--- config.mk ---
export PLATFORM = sky130hd
export DESIGN_NAME = uart_rx_core
export DESIGN_NICKNAME = d
export VERILOG_FILES = /design/src/rtl/uart_rx_pkg.sv /design/src/rtl/uart_rx_tick.sv /design/src/rtl/uart_rx_sync.sv /design/src/rtl/uart_rx_vote.sv /design/src/rtl/uart_rx_core.sv
export SDC_FILE = /design/constraint.sdc
export NUM_CORES = 1
export LEC_CHECK = 0
export ABC_AREA = 1
export BUFFER_PORTS_ARGS = -buffer_cell sky130_fd_sc_hd__buf_2
export CAP_MARGIN = 25
export CORE_MARGIN = 10
export CORE_UTILIZATION = 60
export CTS_CLUSTER_DIAMETER = 40
export CTS_CLUSTER_SIZE = 40
export DETAILED_ROUTE_END_ITERATION = 10
export GPL_ROUTABILITY_DRIVEN = 0
export HOLD_SLACK_MARGIN = 0.12
export PLACE_DENSITY = 0.78
export SYNTH_ARGS = -nofsm -noshare
export SYNTH_HDL_FRONTEND = slang
export SYNTH_SLANG_ARGS = --single-unit
--- constraint.sdc ---
create_clock -name clk_i -period 3.8 [get_ports clk_i]
set_input_delay 0.76 -clock clk_i [delete_from_list [all_inputs] [get_ports clk_i]]
set_output_delay 0.76 -clock clk_i [all_outputs]
set_load 0.02 [all_outputs]
--- src/rtl/uart_rx_pkg.sv ---
package uart_rx_pkg;
  typedef enum logic [2:0] {
    ST_IDLE,
    ST_START,
    ST_DATA,
    ST_STOP,
    ST_HOLD
  } rx_state_e;
endpackage

--- src/rtl/uart_rx_tick.sv ---
module uart_rx_tick #(
  parameter int DIV = 325
) (
  input  logic clk_i,
  input  logic rst_ni,
  output logic tick_o
);
  localparam int CW = (DIV > 1) ? $clog2(DIV) : 1;

  logic [CW-1:0] cnt_q;

  always_ff @(posedge clk_i or negedge rst_ni) begin
    if (!rst_ni) begin
      cnt_q  <= '0;
      tick_o <= 1'b0;
    end else if (cnt_q == CW'(DIV - 1)) begin
      cnt_q  <= '0;
      tick_o <= 1'b1;
    end else begin
      cnt_q  <= cnt_q + 1'b1;
      tick_o <= 1'b0;
    end
  end
endmodule

--- src/rtl/uart_rx_sync.sv ---
module uart_rx_sync (
  input  logic clk_i,
  input  logic rst_ni,
  input  logic d_i,
  output logic q_o
);
  logic s1_q;

  always_ff @(posedge clk_i or negedge rst_ni) begin
    if (!rst_ni) begin
      s1_q <= 1'b1;
      q_o  <= 1'b1;
    end else begin
      s1_q <= d_i;
      q_o  <= s1_q;
    end
  end
endmodule

--- src/rtl/uart_rx_vote.sv ---
module uart_rx_vote #(
  parameter int OVS = 16,
  localparam int PW = $clog2(OVS)
) (
  input  logic          clk_i,
  input  logic          rst_ni,
  input  logic          tick_i,
  input  logic [PW-1:0] phase_i,
  input  logic          line_i,
  output logic          bit_o
);
  localparam int MID = OVS / 2;

  logic [2:0] smp_q;
  logic       in_win;

  assign in_win = (phase_i == PW'(MID - 1)) || (phase_i == PW'(MID)) ||
                  (phase_i == PW'(MID + 1));

  always_ff @(posedge clk_i or negedge rst_ni) begin
    if (!rst_ni)               smp_q <= 3'b111;
    else if (tick_i && in_win) smp_q <= {smp_q[1:0], line_i};
  end

  assign bit_o = (smp_q[0] & smp_q[1]) | (smp_q[0] & smp_q[2]) | (smp_q[1] & smp_q[2]);
endmodule

--- src/rtl/uart_rx_core.sv ---
module uart_rx_core
  import uart_rx_pkg::*;
#(
  parameter int CLK_HZ = 50_000_000,
  parameter int BAUD   = 9600,
  parameter int OVS    = 16,
  parameter int DW     = 8
) (
  input  logic          clk_i,
  input  logic          rst_ni,
  input  logic          rx_i,
  input  logic          ack_i,
  output logic [DW-1:0] data_o,
  output logic          ready_o,
  output logic          ferr_o
);
  localparam int DIV = CLK_HZ / (BAUD * OVS);
  localparam int PW  = $clog2(OVS);
  localparam int BW  = $clog2(DW);

  rx_state_e     state_q, state_d;
  logic [PW-1:0] phase_q, phase_d;
  logic [BW-1:0] bit_q, bit_d;
  logic [DW-1:0] shreg_q, shreg_d;
  logic [DW-1:0] data_q;
  logic          ready_q, ferr_q;
  logic          tick, rx_s, vote, last_ph;
  logic          done, ferr_set, start_hit;

  uart_rx_tick #(.DIV(DIV)) u_tick (
    .clk_i (clk_i),
    .rst_ni(rst_ni),
    .tick_o(tick)
  );

  uart_rx_sync u_sync (
    .clk_i (clk_i),
    .rst_ni(rst_ni),
    .d_i   (rx_i),
    .q_o   (rx_s)
  );

  uart_rx_vote #(.OVS(OVS)) u_vote (
    .clk_i  (clk_i),
    .rst_ni (rst_ni),
    .tick_i (tick),
    .phase_i(phase_q),
    .line_i (rx_s),
    .bit_o  (vote)
  );

  assign last_ph   = tick && (phase_q == PW'(OVS - 1));
  assign start_hit = (state_q == ST_IDLE) && tick && !rx_s;

  always_comb begin
    state_d  = state_q;
    phase_d  = phase_q;
    bit_d    = bit_q;
    shreg_d  = shreg_q;
    done     = 1'b0;
    ferr_set = 1'b0;
    if (tick && state_q != ST_IDLE && state_q != ST_HOLD)
      phase_d = last_ph ? '0 : phase_q + 1'b1;
    unique case (state_q)
      ST_IDLE: if (start_hit) begin
        state_d = ST_START;
        phase_d = '0;
      end
      ST_START: if (last_ph) begin
        // false start: line back high at mid-bit
        if (vote) state_d = ST_IDLE;
        else begin
          state_d = ST_DATA;
          bit_d   = '0;
        end
      end
      ST_DATA: if (last_ph) begin
        shreg_d = {vote, shreg_q[DW-1:1]};
        if (bit_q == BW'(DW - 1)) state_d = ST_STOP;
        else                      bit_d   = bit_q + 1'b1;
      end
      ST_STOP: if (last_ph) begin
        if (vote) begin
          done    = 1'b1;
          state_d = ST_IDLE;
        end else begin
          ferr_set = 1'b1;
          state_d  = ST_HOLD;
        end
      end
      ST_HOLD: if (tick && rx_s) state_d = ST_IDLE;
      default: state_d = ST_IDLE;
    endcase
  end

  always_ff @(posedge clk_i or negedge rst_ni) begin
    if (!rst_ni) begin
      state_q <= ST_IDLE;
      phase_q <= '0;
      bit_q   <= '0;
      shreg_q <= '0;
      data_q  <= '0;
      ready_q <= 1'b0;
      ferr_q  <= 1'b0;
    end else begin
      state_q <= state_d;
      phase_q <= phase_d;
      bit_q   <= bit_d;
      shreg_q <= shreg_d;
      if (done) data_q <= shreg_q;
      ready_q <= done | (ready_q & ~ack_i);
      ferr_q  <= ferr_set;
    end
  end

  assign data_o  = data_q;
  assign ready_o = ready_q;
  assign ferr_o  = ferr_q;
endmodule

# Word level (Yosys, flattened, before mapping)
# Cells that the tools add are included.
classes:
  n_reduce_logical: 16
  add_sub_neg: 3
  eq_ne: 19
  n_bitwise: 8
  n_mux: 26
ops:
  columns: ["op", "n"]
  rows:
  - ["$mux 3", 11]
  - ["$mux 4", 4]
  - ["$ne 2x2->1 const B", 8]
  - ["$pmux 3 s5", 1]
  - ["$eq 4x4->1 const B", 3]
  - ["$add 9x1->9 const B", 1]
  - ["$eq 9x9->1 const B", 1]
  - ["$mux 9", 1]
  - ["$logic_and 1x1->1", 7]
  - ["$mux 1", 7]
  - ["$eq 3x2->1 const B", 2]
  - ["$eq 3x3->1 const B", 2]
  - ["$pmux 3 s2", 1]
  - ["$reduce_and 6->1", 1]
  - ["$reduce_and 5->1", 1]
  - ["$add 4x1->4 const B", 1]
  - ["$and 1x1->1", 4]
  - ["$eq 4x3->1 const B", 1]
  - ["$add 3x1->3 const B", 1]
  - ["$eq 3x1->1 const B", 1]
  - ["$logic_not 3->1", 1]
  - ["$ne 3x3->1 const B", 1]
  - ["$or 1x1->1", 3]
  - ["$reduce_bool 3->1", 1]
  - ["6 further kinds", 7]
totals:
  elab_cells: 84
  inputBits: 4
  out_inout_bits: 10
  ff_bits: 43

# Depth between registers and ports, before layout
depth:
  ltp_word: 7
  depth_mapped: 8
  ltp_nobuf: 8

# Hierarchy
# A second synthesis with hierarchy kept.
hier_totals:
  hier_cells: 250
  hier_area_um2: 2063.2
modules_own_cells:
  columns: ["module", "cells_per_inst", "n_inst", "seq_area_each_um2", "area_each_um2"]
  rows:
  - ["uart_rx_core", 158, 1, 700.7, 1337.5]
  - ["uart_rx_tick", 68, 1, 250.2, 505.5]
  - ["uart_rx_vote", 22, 1, 78.8, 167.7]
  - ["uart_rx_sync", 2, 1, 52.6, 52.6]

# Least setup slack after synthesis
# Ideal clock, no wire load.
synth_timing:
  path_type: "register -> register"
  from: "register phase_q[0]"
  to: "register data_q[7], in the netlist data_o[7]"
  setup_ns: 0.118
  period_less_slack_ns: 1.314
  arrival_ns: 1.196
  n_path_buf: 1
  t_required_ns: 3.682
  stages_incl_launch_ff: 8
  setup_slack_ns: 2.486
  cell_sequence: "dfrtp_1 -> ha_1 -> nand2_2 -> nor2_8 -> nand3_4 -> buf_6 -> nand2_2 -> o21ai_2"
synth_via:
  elab_chain_len: 4
synth_lines:
  columns: ["item", "line_no", "rtl"]
  rows:
  - ["start: declaration", "uart_rx_core.sv:22", "logic [PW-1:0] phase_q, phase_d;"]
  - ["start signal: assignment", "uart_rx_core.sv:107", "phase_q <= phase_d;"]
  - ["$eq 4x4->1", "uart_rx_core.sv:52", "assign last_ph = tick && (phase_q == PW'(OVS - 1));"]
  - ["$logic_and 1x1->1", "uart_rx_core.sv:52", null]
  - ["$mux 1", "uart_rx_core.sv:82", "ST_STOP: if (last_ph) begin"]
  - ["$mux 1", "uart_rx_core.sv:64", "unique case (state_q)"]
  - ["end signal: assignment", "uart_rx_core.sv:110", "if (done) data_q <= shreg_q;"]
  - ["end: declaration", "uart_rx_core.sv:25", "logic [DW-1:0] data_q;"]
# Every way passes these cells.
# A chain may end at the register's enable or synchronous reset.

# Worst setup path in the final report
layout_timing:
  from: "register data_q[7], in the netlist data_o[7]"
  to: "output data_o[7]"
layout_rtl:
  columns: ["item", "line_no", "rtl"]
  rows:
  - ["end: declaration", "uart_rx_core.sv:13", "output logic [DW-1:0] data_o,"]
# No word-level cell between the ends.

==> metrics.txt <==
Worst EP required=3.04 ns; vias in the first global route=1405; H-tree depth=2; Area Overhead vs Synth=8.70%; row count=21; number of synthesized flops with an enable pin=0; Synth area leaders=dfrtp_1 (46%), nand2_1 (12%), o21ai_2 (6.7%), dfstp_2 (6.3%), inv_1 (5.9%); Clock transition at path regs=0.13 ns; CP Class=flop to primary output; initial antenna violation count=0; first drt pass iteration count=4; critical path startpoint category=flop; final hold viol count=0; total power=0.762 mW; Slew HR=39.5%; Worst VDD drop=0.000224 V; final setup fails=0; n_diodes=0; dpl hpwl=2460 µm; later-pin clock latency in the skew report=0.36 ns; Syn Std Cell Area=2080 µm²; Least-Margin Pin Slew=0.908 ns; number of nets in the layout=264; Ys Warns=0; WL/cell=11.3 µm; post-synthesis sequential area ratio=51.9%; Arr. time, crit path=0.94 ns; starting density of the core=62.5%; CP endpoint kind=primary output; fillers=282; Yosys reg bits=43; grt total ovfl=0; DR vias=1450; skew final=0.00567 ns; Routed Wire Length=3400 µm; Pleak=1.23 nW; RSZ-0062 raised after global routing=false; # clock sinks=43; share of the synthesized area in the top cell type=45.6%; Unique masters post-synth=23; fmax=587 MHz; leading area contributor after synthesis=dfrtp_1; routed vias/inst=4.83; DR iter-0 viols=159; min-delay worst type=flop to flop; CP Buf/Inv Count=1; total track usage=12.6%; Die Y=78.9 µm; Setup Buffers After CTS=0; cells after synthesis=235; Synthesized Nets=246; Die W=78.9 µm; Critical Path Slowest Stage Cell=dfrtp_1; clock buffer depth=2; setup TNS=0 ns; pwr dens=336 nW/µm²; max_cap viols=0; min Tclk post-route=1.70 ns; DRC Markers=0; period utilization=44.8%; CTS-repair resized insts=0; largest net degree at the start of global routing=44; prevailing post-synth register cell=dfrtp_1; top-count cell post-synth=nand2_1; cts bufs inserted=5; root buffer cell=clkbuf_4; Post-CTS Hold Buffers=0; full die area=6230 µm²; final slew viol count=0; I/O pins=14; CTS tree=built; Core Area=3340 µm²; CP Cell Sequence=buf_2; first-pass GRT wire length=6290 µm; mean area per synthesized cell=8.87 µm²; Post-synth ARST share=100%; Crit path max-delay family=flip-flops; top post-synthesis cells by count=nand2_1 (66), dfrtp_1 (38), inv_1 (33); fraction of layout cells with a size suffix above 1=20.1%; IO Port Bufs=13; worst-path maximum fanout=2; critical path's largest stage delay=0.41 ns; status=finished clean; antenna viol nets, final=0
layout by cell type (no fill, tap or decap), types with 7 or more instances in the layout:
cell type,n
o21ai_0,8
inv_1,33
ha_1,7
buf_2,13
nand3_1,10
dfrtp_1,38
nor2_1,24
nand2_1,66
o21ai_2,16
kinds of logic after synthesis:
logic type                 after synthesis  share of synthesized area, %
AOI/OAI and AO/OA                       28                          9.66
DFF                                     43                          51.9
adders and majority gates                7                          4.20
and+or+nand+nor                        117                          25.3
xor gates and xnor gates                 4                          1.68
buffers and inverters                   36                          7.20
power by group:
group / total [mW] / switching, mW / internal [mW]
logic: 0.00997 / 0.00880 / 0.00117
registers: 0.460 / 0.000377 / 0.460
clock network: 0.292 / 0.154 / 0.138
total: 0.762 / 0.163 / 0.599
cell type report:
class                           instances  area (µm²)  area share [%]
Sequential cell                        43        1080            47.8
Multi-Input combinational cell        156         852            37.6
Tap cell                               46        57.6            2.54
Clock buffer                            5        37.5            1.66
Inverter                               34         128            5.63
Clock inverter                          3        43.8            1.93
Timing Repair Buffer                   13        65.1            2.87
stage by stage:
stage	worst slack, ns	std cells	instance area, µm²	util (%)	hold WS, ns
detailed placement	2.25	292	2180	65.5	0.348
CTS	2.08	300	2270	67.9	0.376
global placement	2.24	292	2180	65.5	0.346
floorplan	2.49	235	2080	-	0.345
global route	2.05	300	2270	67.9	0.383
finish	2.10	300	2270	67.9	0.373
routing by layer:
metal	vias up	GRT usage (%)	routed length, µm
met5	-	0	0
met4	0	5.02	54
met3	4	5.63	201
met2	22	19.6	1620
met1	659	14.9	1520
li1	765	-	-
registers in the layout, indices dropped and copies added (netlist names):
register       cells
u_vote.smp_q       3
bit_q              3
ferr_o             1
shreg_q            8
ready_o            1
u_tick.cnt_q       9
u_sync.q_o         1
state_q            3
phase_q            4
u_tick.tick_o      1
u_sync.s1_q        1
data_o             8
final timing paths:
path                            startpoint              end  slack, ns  depth (start not counted)
setup / recovery                 data_o[7]        data_o[7]       2.10                          1
hold / removal                 u_sync.s1_q       u_sync.q_o       0.37                          0
setup reg to reg           u_vote.smp_q[0]        data_o[3]       2.29                          7
hold reg to reg                u_sync.s1_q       u_sync.q_o       0.37                          0
max in group asynchronous           rst_ni  u_tick.cnt_q[2]       2.73                          1
min in group asynchronous           rst_ni       phase_q[0]       0.51                          1
Power figures use the tool's default switching activity.
